<file path="src/rtl/slpc_pkg.sv">
// Shared constants and types for the sleep control register.
// Assumes a 16-bit register split into byte lanes.
package slpc_pkg;
    localparam int REG_W       = 16;
    localparam int LANE_W      = 8;
    localparam int LANES       = REG_W / LANE_W;
    localparam int SCI_BIT     = 0;
    localparam int SLP_EN_BIT  = 13;
    localparam int TYP_LSB     = 10;
    localparam int TYP_W       = 3;
    localparam int DESC_BYTES  = 6;

    typedef enum logic [1:0] {
        ACT_NONE    = 2'd0,
        ACT_OFF     = 2'd1,
        ACT_SUSPEND = 2'd2,
        ACT_DISK    = 2'd3
    } slp_act_e;
endpackage

</file>
<file path="src/rtl/slpc_store.sv">
// Register storage with byte-lane writes and SCI-enable command handling.
// Assumes commands apply after the same-cycle write; sleep enable never stored.
module slpc_store
    import slpc_pkg::*;
#(
    parameter int W      = REG_W,
    parameter int LW     = LANE_W,
    parameter int EN_BIT = SLP_EN_BIT,
    parameter int SCI    = SCI_BIT
) (
    input  logic              clk,
    input  logic              rst_n,
    input  logic              wr_en,
    input  logic [W/LW-1:0]   wr_be,
    input  logic [W-1:0]      wr_data,
    input  logic              sci_set,
    input  logic              sci_clr,
    input  logic              acpi_only,
    output logic [W-1:0]      q
);
    localparam int NL = W / LW;

    logic [W-1:0] lane_mask;
    logic [W-1:0] merged;
    logic [W-1:0] nxt;

    // Expand each lane enable into a bit mask.
    for (genvar l = 0; l < NL; l++) begin : g_lane
        assign lane_mask[l*LW +: LW] = {LW{wr_en & wr_be[l]}};
    end

    // Merge write data, drop sleep enable, then apply SCI commands.
    always_comb begin
        merged         = (q & ~lane_mask) | (wr_data & lane_mask);
        merged[EN_BIT] = 1'b0;
        nxt            = merged;
        if (!acpi_only) begin
            if (sci_set) begin
                nxt[SCI] = 1'b1;
            end else if (sci_clr) begin
                nxt[SCI] = 1'b0;
            end
        end
    end

    // Register update with synchronous reset.
    always_ff @(posedge clk) begin
        if (!rst_n) begin
            q      <= '0;
            q[SCI] <= acpi_only;
        end else begin
            q <= nxt;
        end
    end
endmodule

</file>
<file path="src/rtl/slpc_decode.sv">
// Sleep-type decode on a write carrying sleep enable.
// Assumes sleep enable and the type field share one byte lane.
module slpc_decode
    import slpc_pkg::*;
#(
    parameter int W      = REG_W,
    parameter int LW     = LANE_W,
    parameter int EN_BIT = SLP_EN_BIT,
    parameter int T_LSB  = TYP_LSB,
    parameter int T_W    = TYP_W
) (
    input  logic              wr_en,
    input  logic [W/LW-1:0]   wr_be,
    input  logic [W-1:0]      wr_data,
    input  logic [T_W-1:0]    disk_code,
    output logic              req_off,
    output logic              req_sus,
    output logic              req_disk
);
    localparam int EN_LANE = EN_BIT / LW;

    logic           fire;
    logic [T_W-1:0] typ;
    slp_act_e       act;

    assign fire = wr_en & wr_be[EN_LANE] & wr_data[EN_BIT];
    assign typ  = wr_data[T_LSB +: T_W];

    // Pick the action; fixed codes take priority over the disk code.
    always_comb begin
        act = ACT_NONE;
        if (fire) begin
            if (typ == T_W'(0)) begin
                act = ACT_OFF;
            end else if (typ == T_W'(1)) begin
                act = ACT_SUSPEND;
            end else if (typ == disk_code) begin
                act = ACT_DISK;
            end
        end
    end

    // Map the action to request pulses.
    always_comb begin
        req_off  = (act == ACT_OFF) || (act == ACT_DISK);
        req_sus  = (act == ACT_SUSPEND);
        req_disk = (act == ACT_DISK);
    end
endmodule

</file>
<file path="src/rtl/slpc_states.sv">
// Supported-states descriptor builder from configuration straps.
// Assumes byte k occupies bits 8k+7:8k.
module slpc_states
    import slpc_pkg::*;
#(
    parameter int NB  = DESC_BYTES,
    parameter int T_W = TYP_W
) (
    input  logic [T_W-1:0]  disk_code,
    input  logic            s3_off,
    input  logic            s4_off,
    output logic [NB*8-1:0] desc
);
    // Build each descriptor byte.
    for (genvar k = 0; k < NB; k++) begin : g_byte
        if (k == 3) begin : g_s3
            assign desc[k*8 +: 8] = {~s3_off, 7'h01};
        end else if (k == 4) begin : g_s4
            assign desc[k*8 +: 8] = {~s4_off, (7 - T_W)'(0), disk_code};
        end else if (k == 0 || k == 5) begin : g_fixed
            assign desc[k*8 +: 8] = 8'h80;
        end else begin : g_zero
            assign desc[k*8 +: 8] = 8'h00;
        end
    end
endmodule

</file>
<file path="src/rtl/sleep_ctl_reg.sv">
// Top of the sleep control register: storage, sleep decode and descriptor.
// Assumes straps are stable while in use; requests are same-cycle pulses.
module sleep_ctl_reg
    import slpc_pkg::*;
(
    input  logic                   clk,
    input  logic                   rst_n,
    input  logic                   wr_en,
    input  logic [LANES-1:0]       wr_be,
    input  logic [REG_W-1:0]       wr_data,
    input  logic                   sci_set,
    input  logic                   sci_clr,
    input  logic [TYP_W-1:0]       cfg_s4_code,
    input  logic                   cfg_s3_off,
    input  logic                   cfg_s4_off,
    input  logic                   cfg_acpi_only,
    output logic [REG_W-1:0]       ctrl_q,
    output logic                   req_poweroff,
    output logic                   req_suspend,
    output logic                   req_hibernate,
    output logic [DESC_BYTES*8-1:0] states_desc
);
    slpc_store u_store (
        .clk       (clk),
        .rst_n     (rst_n),
        .wr_en     (wr_en),
        .wr_be     (wr_be),
        .wr_data   (wr_data),
        .sci_set   (sci_set),
        .sci_clr   (sci_clr),
        .acpi_only (cfg_acpi_only),
        .q         (ctrl_q)
    );

    slpc_decode u_decode (
        .wr_en     (wr_en),
        .wr_be     (wr_be),
        .wr_data   (wr_data),
        .disk_code (cfg_s4_code),
        .req_off   (req_poweroff),
        .req_sus   (req_suspend),
        .req_disk  (req_hibernate)
    );

    slpc_states u_states (
        .disk_code (cfg_s4_code),
        .s3_off    (cfg_s3_off),
        .s4_off    (cfg_s4_off),
        .desc      (states_desc)
    );
endmodule

</file>
<file path="config.mk">
export PLATFORM = sky130hd
export DESIGN_NAME = sleep_ctl_reg
export DESIGN_NICKNAME = d
export VERILOG_FILES = /design/src/rtl/slpc_pkg.sv /design/src/rtl/slpc_store.sv /design/src/rtl/slpc_decode.sv /design/src/rtl/slpc_states.sv /design/src/rtl/sleep_ctl_reg.sv
export SDC_FILE = /design/constraint.sdc
export NUM_CORES = 1
export LEC_CHECK = 0
export BUFFER_PORTS_ARGS = -buffer_cell sky130_fd_sc_hd__buf_4
export CAP_MARGIN = 30
export CORE_MARGIN = 2
export CORE_UTILIZATION = 40
export CTS_CLUSTER_DIAMETER = 60
export DETAILED_ROUTE_END_ITERATION = 16
export PLACE_DENSITY = 0.92
export SYNTH_ARGS = -nofsm -noshare
export SYNTH_HDL_FRONTEND = slang
export SYNTH_SLANG_ARGS = --single-unit
</file>
<file path="constraint.sdc">
create_clock -name clk -period 2.3 [get_ports clk]
set_input_delay 0.46 -clock clk [delete_from_list [all_inputs] [get_ports clk]]
set_output_delay 0.46 -clock clk [all_outputs]
set_load 0.05 [all_outputs]
</file>
## Word level (Yosys, flattened, before mapping)

Cells that the tools add are included.

| storage, ports and cells | value |
|---|---|
| register bits after elaboration | 16 |
| input port bits | 29 |
| output and inout bits | 67 |
| word-level logic and storage cells | 26 |

| cells by class | value |
|---|---|
| equality and inequality tests | 5 |
| multiplexer cells | 8 |
| bitwise logic cells | 9 |
| reduce and logical (&&, ||, !) cells | 2 |

Operator list:

| operator | number |
|---|---|
| AND 16 bit | 2 |
| NOT 16 bit | 1 |
| OR 16 bit | 1 |
| two-way mux 2 bit | 4 |
| == test 2 bit (second input constant) | 2 |
| two-way mux 1 bit | 4 |
| AND 1 bit | 3 |
| == test 3 x 1 -> 1 bit (second input constant) | 1 |
| == test 3 bit | 1 |
| zero test 3 bit | 1 |
| == test 2 x 1 -> 1 bit (second input constant) | 1 |
| NOT 1 bit | 2 |
| logical OR 1 bit | 1 |

## Depth between registers and ports, before layout

| logic depth | value |
|---|---|
| word-level depth | 8 |
| mapped depth | 4 |
| mapped depth without buffers | 3 |

## By module

Synthesis repeated with hierarchy kept, for this count alone.

| unflattened totals | value |
|---|---|
| cell total of the unflattened synthesis | 132 |
| area total of the unflattened synthesis | 1084.8 sq um |

Modules (own cells, without submodules):

| module | instances | cells each | area each (sq um) | sequential area each (sq um) |
|---|---|---|---|---|
| slpc_store | 1 | 71 | 651.9 | 300.3 |
| slpc_states | 1 | 50 | 360.3 | 0.0 |
| slpc_decode | 1 | 11 | 72.6 | 0.0 |

## Worst setup path before layout

Ideal clock, no wire load.

| timing | value |
|---|---|
| path type | input port to output port |
| start | input wr_be[1] |
| end | output req_poweroff |
| arrival | 1910 ps |
| data required time | 1840 ps |
| setup slack | -70 ps |
| stages on the path | 4 |
| path buffers | 1 |
| path through | buf_2 > and3_1 > o21ai_0 > nor3_1 |

| between the ends | value |
|---|---|
| longest elaborated chain between the ends | 5 |
| elaborated cells between the ends (all ways) | 6 |

RTL lines:

| item | line | text |
|---|---|---|
| start: declaration | sleep_ctl_reg.sv:9 | `input logic [LANES-1:0] wr_be,` |
| AND 1 bit (*) (2 in series) | slpc_decode.sv:26 | `assign fire = wr_en & wr_be[EN_LANE] & wr_data[EN_BIT];` |
| two-way mux 2 bit (*) | slpc_decode.sv:32 | `if (fire) begin` |
| == test 2 x 1 -> 1 bit or == test 2 bit (tied branches) | slpc_decode.sv:45 | `req_off = (act == ACT_OFF) \|\| (act == ACT_DISK);` |
| logical OR 1 bit (*) | slpc_decode.sv:45 |  |
| end: declaration | sleep_ctl_reg.sv:18 | `output logic req_poweroff,` |

Mark *: on every way between the ends. The rest lies on a longest branch, timed or not.

## Worst setup path after layout

| timing | value |
|---|---|
| start | input cfg_s4_code[1] |
| end | output req_hibernate |

| between the ends | value |
|---|---|
| longest elaborated chain between the ends | 6 |

RTL lines:

| item | line | text |
|---|---|---|
| start: declaration | sleep_ctl_reg.sv:13 | `input logic [TYP_W-1:0] cfg_s4_code,` |
| == test 3 bit | slpc_decode.sv:37 | `end else if (typ == disk_code) begin` |
| two-way mux 2 bit | slpc_decode.sv:37 |  |
| two-way mux 2 bit | slpc_decode.sv:35 | `end else if (typ == T_W'(1)) begin` |
| two-way mux 2 bit | slpc_decode.sv:33 | `if (typ == T_W'(0)) begin` |
| two-way mux 2 bit | slpc_decode.sv:32 |  |
| == test 2 bit | slpc_decode.sv:47 | `req_disk = (act == ACT_DISK);` |
| end: declaration | sleep_ctl_reg.sv:20 | `output logic req_hibernate,` |

No other way between the ends.

==> results.md <==
* Status: finished, final reports clean
* Seq cells post-synth at 15
* Post_cts resized at 0
* First-pass GRT wire length at ~3200 um
* Die span in x at 55.5 um
* H-Tree Depth at 1
* Yosys warnings at 0
* Met3 GRT Util at 2.58%
* Overall Global Routing Usage at 12.6%
* Tmin final at about 1.9 ns
* RePlAce Congestion at 0.751
* Ys flop type: dfxtp_1
* Worst path top cell family by delay: simple AND/OR/NAND/NOR gates
* Register area share after synthesis at 28.3%
* Cell Rows at 18
* Die ar. at 3080 um^2
* CP Launch Type: input pin
* CP Buf/Inv Count at 2
* CTS tree: built
* Final instance area at 1290 um^2
* Pre-CTS setup slack at 0.446 ns
* Final Skew at 0 ns
* Most common cell after layout, fill and taps aside: buf_4
* Slowest cell on crit path: and4bb_2
* Nets@finish at 209
* Layout cells sized above 1 at 33.0%
* Arrival time worst endpoint at ~1.4 ns
* Fmax at 0.540 GHz
* Sink Count at 15
* Mapped cell area at between 1000 and 1500 um^2
* Period utilization at 80.5%
* # IOs at 96
* Post-DP Area at between 1000 and 1500 um^2
* Final setup TNS at 0 ns
* Initial antenna violation count at 0
* Slew Viols, Final at 0
* Unrepaired setup endpoints after global routing: false
* Post-CTS Setup Inserts at 0
* Hold buffers post-CTS at 0
* Vias/cell at between 4 and 5
* Largest net degree at the start of global routing at 18
* TritonCTS buffer count at 3
* VDD IR max at 0.337 mV
* Synthesized instance count at about 130
* Synth top area share at roughly a third
* DRT iter0 DRCs at 13
* EDFF count, synth at 0
* PD cells at 593 nW/um^2
* Critical path type: input pin to primary output
* Gr busiest metal: met2
* Vias in the first global route at 750
* Met2 usage at 22.8%
* Longest Clk Path Bufs at 2
* Clock slew at reported path FFs at 0.09 ns
* Top cells by area, synth: buf_4 34%, dfxtp_1 28%, a21boi_0 9.9%, nand3_1 6.6%, nand2_1 5.3%
* Area growth, synth to finish at 21.7%
* Setup violations, final at 0
* Most frequent cells in the layout: 51 x buf_4, 44 x conb_1, 15 x nand2_1, 15 x dfxtp_1
* Power, Total at 0.000766 W
* ANT cells at 0
* Pre-antenna DRT Iters at 4
* Total number of vias at 880
* Core ar. at 2500 um^2
* Worst path cell trace: buf_4, and4bb_2, a21oi_1, and4bb_2, buf_4
* Root Driver: clkbuf_4
* Hold Vio Cnt, Final at 0
* Max-cap violations at 0
* Worst Path Max Fanout at 3
* Final ANT Viol Nets at 0
* Worst skew pair latency at 0.27 ns
* Number of library cell types mapped by synthesis at 23
* Drt total wl at ~2100 um
* Port bufs at 51
* Synth Area per Inst at 7.93 um^2
* Ys async rst share at 0%
* Yosys top cell by area: buf_4
* DIE HEIGHT at 55.5 um
* Worst path required time at 1.84 ns
* Initial Util at 42.5%
* Met1 Track Usage GR at 13.4%
* Min-delay worst type: input pin to register
* Gr ovfl total at 0
* Setup ws final at around 0.45 ns
* Detailed-route DRC error count at 0
* Layout Cells excl Fill at 209
* Max stage delay on crit path at 0.30 ns
* P_leak at approximately 0.66 nW
* Post-DP HPWL at 1700 um
* CP Capture Type: primary output
* Routed wire per std cell at slightly above 10 um
* Inst Count DP at 205
## path summary, 6_finish.rpt
| kind | startpoint | to | slack, ns | depth (start not counted) |
|---|---|---|---|---|
| worst max-delay path | cfg_s4_code[1] | req_hibernate | 0.45 | 5 |
| worst min-delay path | wr_data[9] | register | 0.44 | 3 |
| worst max register to register | u_store.q[0] | u_store.q[0] | 1.65 | 2 |
| worst min register to register | register | register | 0.47 | 2 |
## worst reg2reg max path, delay by kind of cell (launching register included)
kind	cells	cell delay (ns)
compound gates	1	0.09
flops	1	0.32
mux	1	0.13
## logic make-up (layout without fill, tap and decap cells)
group | Yosys count | count (layout) | share of synthesized area, %
AOI/OAI and AO/OA | 19 | 19 | 12.7
xor gates and xnor gates | 1 | 1 | 0.825
buffers and inverters | 55 | 58 | 36.7
DFF | 15 | 15 | 28.3
muxes | 1 | 1 | 0.942
other | 2 | 44 | 0.707
and+or+nand+nor | 41 | 41 | 19.8
## Yosys cell counts (all sizes together) (2+ instances only)
cell	number
a21boi	14
and3	2
and4bb	2
buf	51
conb	2
dfxtp	15
inv	3
nand2	16
nand2b	2
nand3	14
nor2	2
o21ai	2
## area by class of cell
class,count,area (um^2)
fill,253,1210
clock buffer,4,26.3
timing repair buffer,51,383
multi-input combinational,106,534
tap,30,37.5
sequential,15,300
inverter,3,11.3
## power breakdown
part           switching (W)  leakage, nW  internal (W)
combinational       0.000267        0.525     0.0000725
clock              0.0000810       0.0150     0.0000671
sequential        0.00000640        0.123      0.000273
total               0.000354        0.663      0.000412
## metal layers
layer / part of all wire (%) / routed length [um] / up-vias
met1: 36 / 751 / 392
met5: 0 / 0 / -
met3: 8.6 / 182 / 2
met2: 55 / 1150 / 49
met4: 0.95 / 20 / 0
li1: - / - / 437
## metrics by stage
step / utilization (%) / hold slack, ns
after CTS: 51.7 / 0.431
after global placement: 50.7 / 0.452
after detailed placement: 50.7 / 0.456
after global routing: 51.7 / 0.439
after floorplan: - / 0.614
final: 51.7 / 0.444
Power figures use the tool's default switching activity.
